**src/rtl/slice_alu.sv**
```systemverilog
module slice_alu #(
  parameter int WIDTH = 32
) (
  input  logic [WIDTH-1:0] opnd_a,
  input  logic [WIDTH-1:0] opnd_b,
  input  logic [2:0]       alu_op,
  output logic [WIDTH-1:0] result,
  output logic             zero,
  output logic             ovf
);
  localparam int MSB = WIDTH - 1;

  logic             negate;
  logic [WIDTH:0]   carry;
  logic [WIDTH-1:0] sum;
  logic             code_ok;
  logic             arith;
  logic             raw_ovf;
  logic             less;

  assign negate   = alu_op[2];
  assign carry[0] = negate;

  assign code_ok = (alu_op == 3'b000) || (alu_op == 3'b001) || (alu_op == 3'b010) ||
                   (alu_op == 3'b110) || (alu_op == 3'b111);
  assign arith   = (alu_op == 3'b010) || (alu_op == 3'b110);

  assign raw_ovf = carry[MSB] ^ carry[WIDTH];
  assign less    = sum[MSB] ^ raw_ovf;

  for (genvar i = 0; i < WIDTH; i++) begin : g_slice
    logic bi;
    logic slt_in;
    logic pick;
    assign bi           = opnd_b[i] ^ negate;
    assign sum[i]       = opnd_a[i] ^ bi ^ carry[i];
    assign carry[i+1]   = (opnd_a[i] & bi) | (opnd_a[i] & carry[i]) | (bi & carry[i]);
    assign slt_in       = (i == 0) ? less : 1'b0;
    always_comb begin
      unique case (alu_op[1:0])
        2'b00:   pick = opnd_a[i] & opnd_b[i];
        2'b01:   pick = opnd_a[i] | opnd_b[i];
        2'b10:   pick = sum[i];
        default: pick = slt_in;
      endcase
    end
    assign result[i] = pick & code_ok;
  end

  assign zero = ~|result;
  assign ovf  = raw_ovf & arith;
endmodule

```
**config.mk**
```make
export PLATFORM = sky130hd
export DESIGN_NAME = slice_alu
export DESIGN_NICKNAME = d
export VERILOG_FILES = /design/src/rtl/slice_alu.sv
export SDC_FILE = /design/constraint.sdc
export NUM_CORES = 1
export LEC_CHECK = 0
export ABC_AREA = 1
export BUFFER_PORTS_ARGS = -buffer_cell sky130_fd_sc_hd__buf_2
export CORE_MARGIN = 3
export CORE_UTILIZATION = 35
export DETAILED_ROUTE_END_ITERATION = 16
export GPL_TIMING_DRIVEN = 0
export REMOVE_ABC_BUFFERS = 1
export SLEW_MARGIN = 40
export SYNTH_ARGS = -nofsm -noshare
export SYNTH_HDL_FRONTEND = slang
export SYNTH_SLANG_ARGS = --single-unit
```
**constraint.sdc**
```tcl
create_clock -name vclk -period 32.8
set_input_delay 1.64 -clock vclk [all_inputs]
set_output_delay 1.64 -clock vclk [all_outputs]
set_load 0.02 [all_outputs]
```
==> results of run 1 <==
[cell usage in the layout, fill, tap and decap left out]
master | Yosys | final
nand2_1 | 137 | 137
buf_2 | 12 | 100
inv_1 | 92 | 92
nand3_1 | 52 | 52
fa_1 | 32 | 32
xor2_1 | 27 | 27
nor2_1 | 20 | 20
o21ai_0 | 13 | 13
o21ai_1 | 9 | 9
xnor2_1 | 5 | 5
nand3_2 | 4 | 4
nor2_4 | 3 | 3
nand3b_1 | 2 | 2
inv_2 | 1 | 1
o21a_1 | 1 | 1
inv_4 | 1 | 1
a21oi_4 | 0 | 1
nand4_1 | 1 | 1
nor3_1 | 1 | 1
buf_4 | 2 | 1
buf_16 | 0 | 1
[cells by family (layout without fill, tap and decap cells)]
logic type,after synthesis,count (layout),share of synthesized area
AO/OA/AOI/OAI,24,24,0.05088
XOR/XNOR,32,32,0.1128
adder cells (fa/ha/maj),32,32,0.2579
buffers and inverters,113,196,0.1960
AND/OR/NAND/NOR,220,220,0.3824
[report_power, final]
| group | internal [mW] | switching [mW] | total (mW) |
|---|---|---|---|
| sequential | 0 | 0 | 0 |
| clock | 0 | 0 | 0 |
| combinational | 0.0221 | 0.0347 | 0.0568 |
[metal layers]
layer | global-route usage | wire length, µm | share of wire
met2 | 0.3030 | 3165 | 0.46
met5 | 0 | 7 | 0.0010
met4 | 0.01276 | 53 | 0.0078
met3 | 0.02092 | 385 | 0.057
met1 | 0.2308 | 3196 | 0.47
[cell type report]
cell class / count / share of cell area
Multi-Input combinational cell: 308 / 0.6647
Timing Repair Buffer: 102 / 0.1776
Inverter: 94 / 0.1178
Tap cell: 96 / 0.03983
[final timing paths]
check                  from        end  slack [ns]  cells after the start
setup / recovery  alu_op[2]       zero       15.93                     44
hold / removal    opnd_b[4]  result[4]        3.76                      6
==> reports/metrics.cfg, run 1 <==
[timing]
hold_ws_ns = 3.761
fin_tns_setup_ns = 0
period_needed_ns = 16.87
max_slew.worst_pin.slew_ns = 0.7606
timing.fmax_mhz = 59.27
slew_headroom = 0.4924
setup_violations = 0
setup_ws_ns = 15.93
rsz0062_at_grt = false
maxSlewViolCount = 0
period_share = 0.5144
final_hold_viol_count = 0

[layout]
seq_cell_count = 0
drive_gt1_frac = 0.2222
diodes = 0
n_fill_cell = 801
regArea_um2 = 0
finalNetCount = 605
final_core_util = 0.4414
clkbuf_count = 0
finalInstanceArea_um2 = 3015
multiInputGateArea_um2 = 2004
areaGrowthSynthToFinish_pct = 21.41
instances_no_fill = 600

[global_route]
grt_overflow = 0
gr-usage-all-layers = 0.1706
grt_pass1_wl_um = 12110
antenna_found_initial = 1
grt_pass1_vias = 2701
grt_start_max_net_pins = 33

[route]
routed_wl_um = 6808
viasPerCell = 4.513
wl_per_cell_um = 11.35
detail-route-antenna-nets = 0
vias = 2708
drc = 0
drtIter0Drc = 84
drt_first_pass_iters = 4

[pwr]
power.total_uw = 56.78
p_leak_nw = 1.911
p_per_area_nw_per_um2 = 18.83
ir_drop_mv = 0.006425

[logic_synthesis]
synth_warnings = 0
yosysUniqueCellTypes = 21
synthCells = 421
yosys.area.top_type_share = 0.2579
yosysSeqAreaShare = 0
ys_top_cells_by_count = 137 x nand2_1, 92 x inv_1, 52 x nand3_1, 32 x fa_1, 27 x xor2_1
synth_most_common_cell = nand2_1
yosysTopAreaCell = fa_1
synth.avg_cell_area_um2 = 5.899
yosys-top-cells-area = fa_1 26%, nand2_1 21%, inv_1 14%
syn_area_um2 = 2484

[placement]
gp_congestion = 0.7923
io_buffers = 101
place_area_um2 = 3015
dp_hpwl_um = 5332
dpl.cell_count = 600
place_ws_ns = 15.88

[critical_path]
cp.buffers_inverters = 5
cp.arrival_ns = 15.23
crit_path_max_fanout = 32
worst-setup-path-type = in -> out
crit_required_ns = 31.16
critical_path.top_delay_family = adder cells
slowest_delay_ns = 0.44
cp-end-kind = output port
startpoint_type = primary input
cp_slowest_cell = buf_4
worst_path_most_repeated_cell = fa_1

[outcome]
status = complete, no violations

[clocking]
cts_hold_buf = 0
ctsResizeCount = 0
cts_setup_buffers = 0

[die]
rows = 30
start_util = 0.3636
core_um2 = 6832
die-area_um2 = 8143
die_y_um = 90.24
io_pins = 101
die_w_um = 90.24

[job]
maxCapViolCount = 0

[hold_path]
hp-class = in -> out

(Power assumes the default switching activity.)
==> inputs of run 2 (changes only) <==
clock period = 15.37 ns   (was 32.8 ns; I/O delays follow)
==> reports/metrics.cfg, run 2 (same netlist as run 1, synthesis figures left out) <==
[route]
vias = 2705
drtIter0Drc = 81
drt_first_pass_iters = 4
routed_wl_um = 6864
drc = 0
viasPerCell = 4.508
wl_per_cell_um = 11.44
detail-route-antenna-nets = 0

[global_route]
gr-usage-all-layers = 0.1706
grt_pass1_wl_um = 12110
grt_pass1_vias = 2701
antenna_found_initial = 1
grtUsageMet3 = 0.02092
grt_start_max_net_pins = 33
grt.met1_usage = 0.2308
grt_use_met2 = 0.3030
grt_busiest_layer = met2
grt_overflow = 0

[timing]
slew_headroom = 0.4949
maxSlewViolCount = 0
max_slew.worst_pin.slew_ns = 0.7568
setup_violations = 0
period_needed_ns = 14.84
final_hold_viol_count = 0
rsz0062_at_grt = false
hold_ws_ns = 2.018
setup_ws_ns = 0.5256
fin_tns_setup_ns = 0
timing.fmax_mhz = 67.37
period_share = 0.9658

[die]
rows = 30
die-area_um2 = 8143
core_um2 = 6832
io_pins = 101
start_util = 0.3636
die_y_um = 90.24
die_w_um = 90.24

[critical_path]
crit_required_ns = 14.60
crit_path_max_fanout = 32
worst-setup-path-type = in -> out
cp.arrival_ns = 14.08
worst_path_most_repeated_cell = fa_1
cp_slowest_cell = fa_1
startpoint_type = primary input
slowest_delay_ns = 0.44
cp-end-kind = output port

[placement]
io_buffers = 101
place_area_um2 = 3015
dp_hpwl_um = 5332
gp_congestion = 0.7923
place_ws_ns = 0.1959

[layout]
diodes = 0
areaGrowthSynthToFinish_pct = 22.52
n_fill_cell = 798
layout_commonest_cell = nand2_1
drive_gt1_frac = 0.2242
layout_common_cells = 137 x nand2_1, 100 x buf_2, 92 x inv_1
multiInputGateArea_um2 = 2012
regArea_um2 = 0
seq_cell_count = 0
clkbuf_count = 0
finalInstanceArea_um2 = 3043
finalNetCount = 605
final_core_util = 0.4454

[hold_path]
hp-class = in -> out

[pwr]
p_leak_nw = 1.925
ir_drop_mv = 0.01368
power_frac_seq = 0
comb_power_share = 1.000
switchingPower_uw = 74.29
p_sw_frac = 0.6083
p_per_area_nw_per_um2 = 40.13
power.internal_uw = 47.83
clkPwrFrac = 0

[clocking]
cts_hold_buf = 0
cts_setup_buffers = 0
ctsResizeCount = 0

[outcome]
status = complete, no violations

[job]
maxCapViolCount = 0

-- run 2: changes by cell type in the layout (fill, tap and decap cells not counted) --
| cell | before | now |
|---|---|---|
| buf_16 | 1 | 2 |
| buf_4 | 1 | 0 |
| xnor2_1 | 5 | 4 |
| xnor2_2 | 0 | 1 |
-- run 2: power by group through the flow --
stage,Combinational (mW),Clock (mW),Sequential [mW]
floorplan,0.0786,0,0
global placement,0.119,0,0
finish,0.122,0,0
global route,0.142,0,0
CTS,0.123,0,0
detailed placement,0.123,0,0
-- run 2: worst max-delay path, delay by kind of cell --
family                     cells  cell delay (ns)
adders and majority gates     31            11.81
AOI/OAI and AO/OA              1             0.16
buffers and inverters          5             0.58
xor gates and xnor gates       1             0.16
and+or+nand+nor                6             0.56
-- run 2: routing by layer --
layer / up-vias / wire, µm
met5: - / 7
met4: 2 / 29
met3: 4 / 374
met2: 81 / 3214
met1: 1208 / 3239
li1: 1410 / -
-- run 2: layout make-up --
class | count | area share
Multi-Input combinational cell | 308 | 0.6612
Tap cell | 96 | 0.03947
Timing Repair Buffer | 102 | 0.1826
Inverter | 94 | 0.1168
-- run 2: final timing paths --
kind                     to  cells after the start  startpoint  slack, ns
setup / recovery       zero                     44   alu_op[2]       0.53
hold / removal    result[4]                      6   opnd_b[4]       2.02
-- run 2: through the flow --
step	power, mW	instances
4_1_cts	0.1228	600
5_1_grt	0.1415	600
3_5_place_dp	0.1227	600
6_report	0.1221	600
2_1_floorplan	0.07865	402
3_3_place_gp	0.1186	599
==> inputs of run 3 (changes only) <==
PLACE_DENSITY = 0.69   (was unset)
==> reports/metrics.cfg, run 3 (same netlist as run 1, synthesis figures left out) <==
[hold_path]
min_to = result[31]
holdCritStartpoint = opnd_a[31]
holdPathStages = 6
hp-class = in -> out

[layout]
n_fill_cell = 757
layout_commonest_cell = nand2_1
clkbuf_count = 0
regArea_um2 = 0
multiInputGateArea_um2 = 2007
finalNetCount = 605
areaGrowthSynthToFinish_pct = 21.51
final_core_util = 0.4418
layout_common_cells = 137 x nand2_1, 100 x buf_2, 92 x inv_1
seq_cell_count = 0
finalInstanceArea_um2 = 3018
diodes = 0
instances_no_fill = 600
drive_gt1_frac = 0.2242

[global_route]
gr-usage-all-layers = 0.1664
grt_start_max_net_pins = 33
antenna_found_initial = 0
grt_pass1_wl_um = 11720
grt_overflow = 0
grt_pass1_vias = 2701

[route]
wl_per_cell_um = 11.76
drtIter0Drc = 98
vias = 2736
routed_wl_um = 7057
viasPerCell = 4.560
detail-route-antenna-nets = 0
drt_first_pass_iters = 4
drc = 0

[clocking]
cts_hold_buf = 0
ctsResizeCount = 0
cts_setup_buffers = 0

[critical_path]
cp_slowest_cell = fa_1
worst-setup-path-type = in -> out
critical_path.top_delay_family = adder cells
cp.arrival_ns = 14.15
slowest_delay_ns = 0.43
cp.buffers_inverters = 5
cp-end-kind = output port
critPathLaunch = alu_op[2]
crit_required_ns = 14.60
crit_path_max_fanout = 32
worst_path_most_repeated_cell = fa_1
startpoint_type = primary input

[job]
maxCapViolCount = 0

[timing]
rsz0062_at_grt = false
slew_headroom = 0.4822
final_hold_viol_count = 0
max_slew.worst_pin.slew_ns = 0.7758
maxSlewViolCount = 0
timing.fmax_mhz = 67.03
period_share = 0.9706
period_needed_ns = 14.92
setup_violations = 0

[pwr]
p_leak_nw = 1.909
ir_drop_mv = 0.02068
power.total_uw = 122.3
p_per_area_nw_per_um2 = 40.53

[outcome]
status = complete, no violations

[die]
rows = 30
core_um2 = 6832
die_y_um = 90.24
io_pins = 101
start_util = 0.3636
die_w_um = 90.24
die-area_um2 = 8143

[placement]
dpl.cell_count = 600
io_buffers = 101
gp_congestion = 0.7901
place_area_um2 = 3003
dp_hpwl_um = 5476

-- run 3: changes by cell type in the layout (fill, tap and decap cells not counted) --
cell	delta
buf_16	-2
buf_12	+1
buf_8	+1
fa_1	-1
fa_2	+1
xnor2_1	+1
xnor2_2	-1
-- run 3: layer usage --
layer | vias to the layer above | routed length (µm) | global-route usage
li1 | 1408 | - | -
met1 | 1230 | 3029 | 0.2061
met2 | 88 | 3571 | 0.3167
met3 | 10 | 344 | 0.008368
met4 | 0 | 112 | 0.03444
met5 | - | 0 | 0
-- run 3: power by group --
part	internal [mW]	switching, mW	leakage, nW	total [mW]
logic	0.0474	0.0749	1.91	0.122
clock network	0	0	0	0
registers	0	0	0	0
-- run 3: worst max-delay path by stage --
stage / endpoint / cells after the start
2_1_floorplan: zero / 42
3_5_place_dp: zero / 44
5_1_grt: zero / 44
6_report: zero / 44
3_3_place_gp: zero / 44
4_1_cts: zero / 44
-- run 3: per-stage QoR --
step | hold slack [ns] | TNS (ns) | worst slack [ns]
after CTS | 2.027 | 0 | 0.1370
final | 2.023 | 0 | 0.4511
after global placement | 2.017 | -0.09349 | -0.09349
after detailed placement | 2.025 | 0 | 0.2116
after global routing | 2.073 | 0 | 0.01952
after floorplan | 1.626 | 0 | 1.508
-- run 3: cell type report --
| cell class | instances | area share |
|---|---|---|
| inverter | 94 | 0.1177 |
| tap | 96 | 0.03980 |
| multi-input combinational | 308 | 0.6650 |
| timing repair buffer | 102 | 0.1774 |
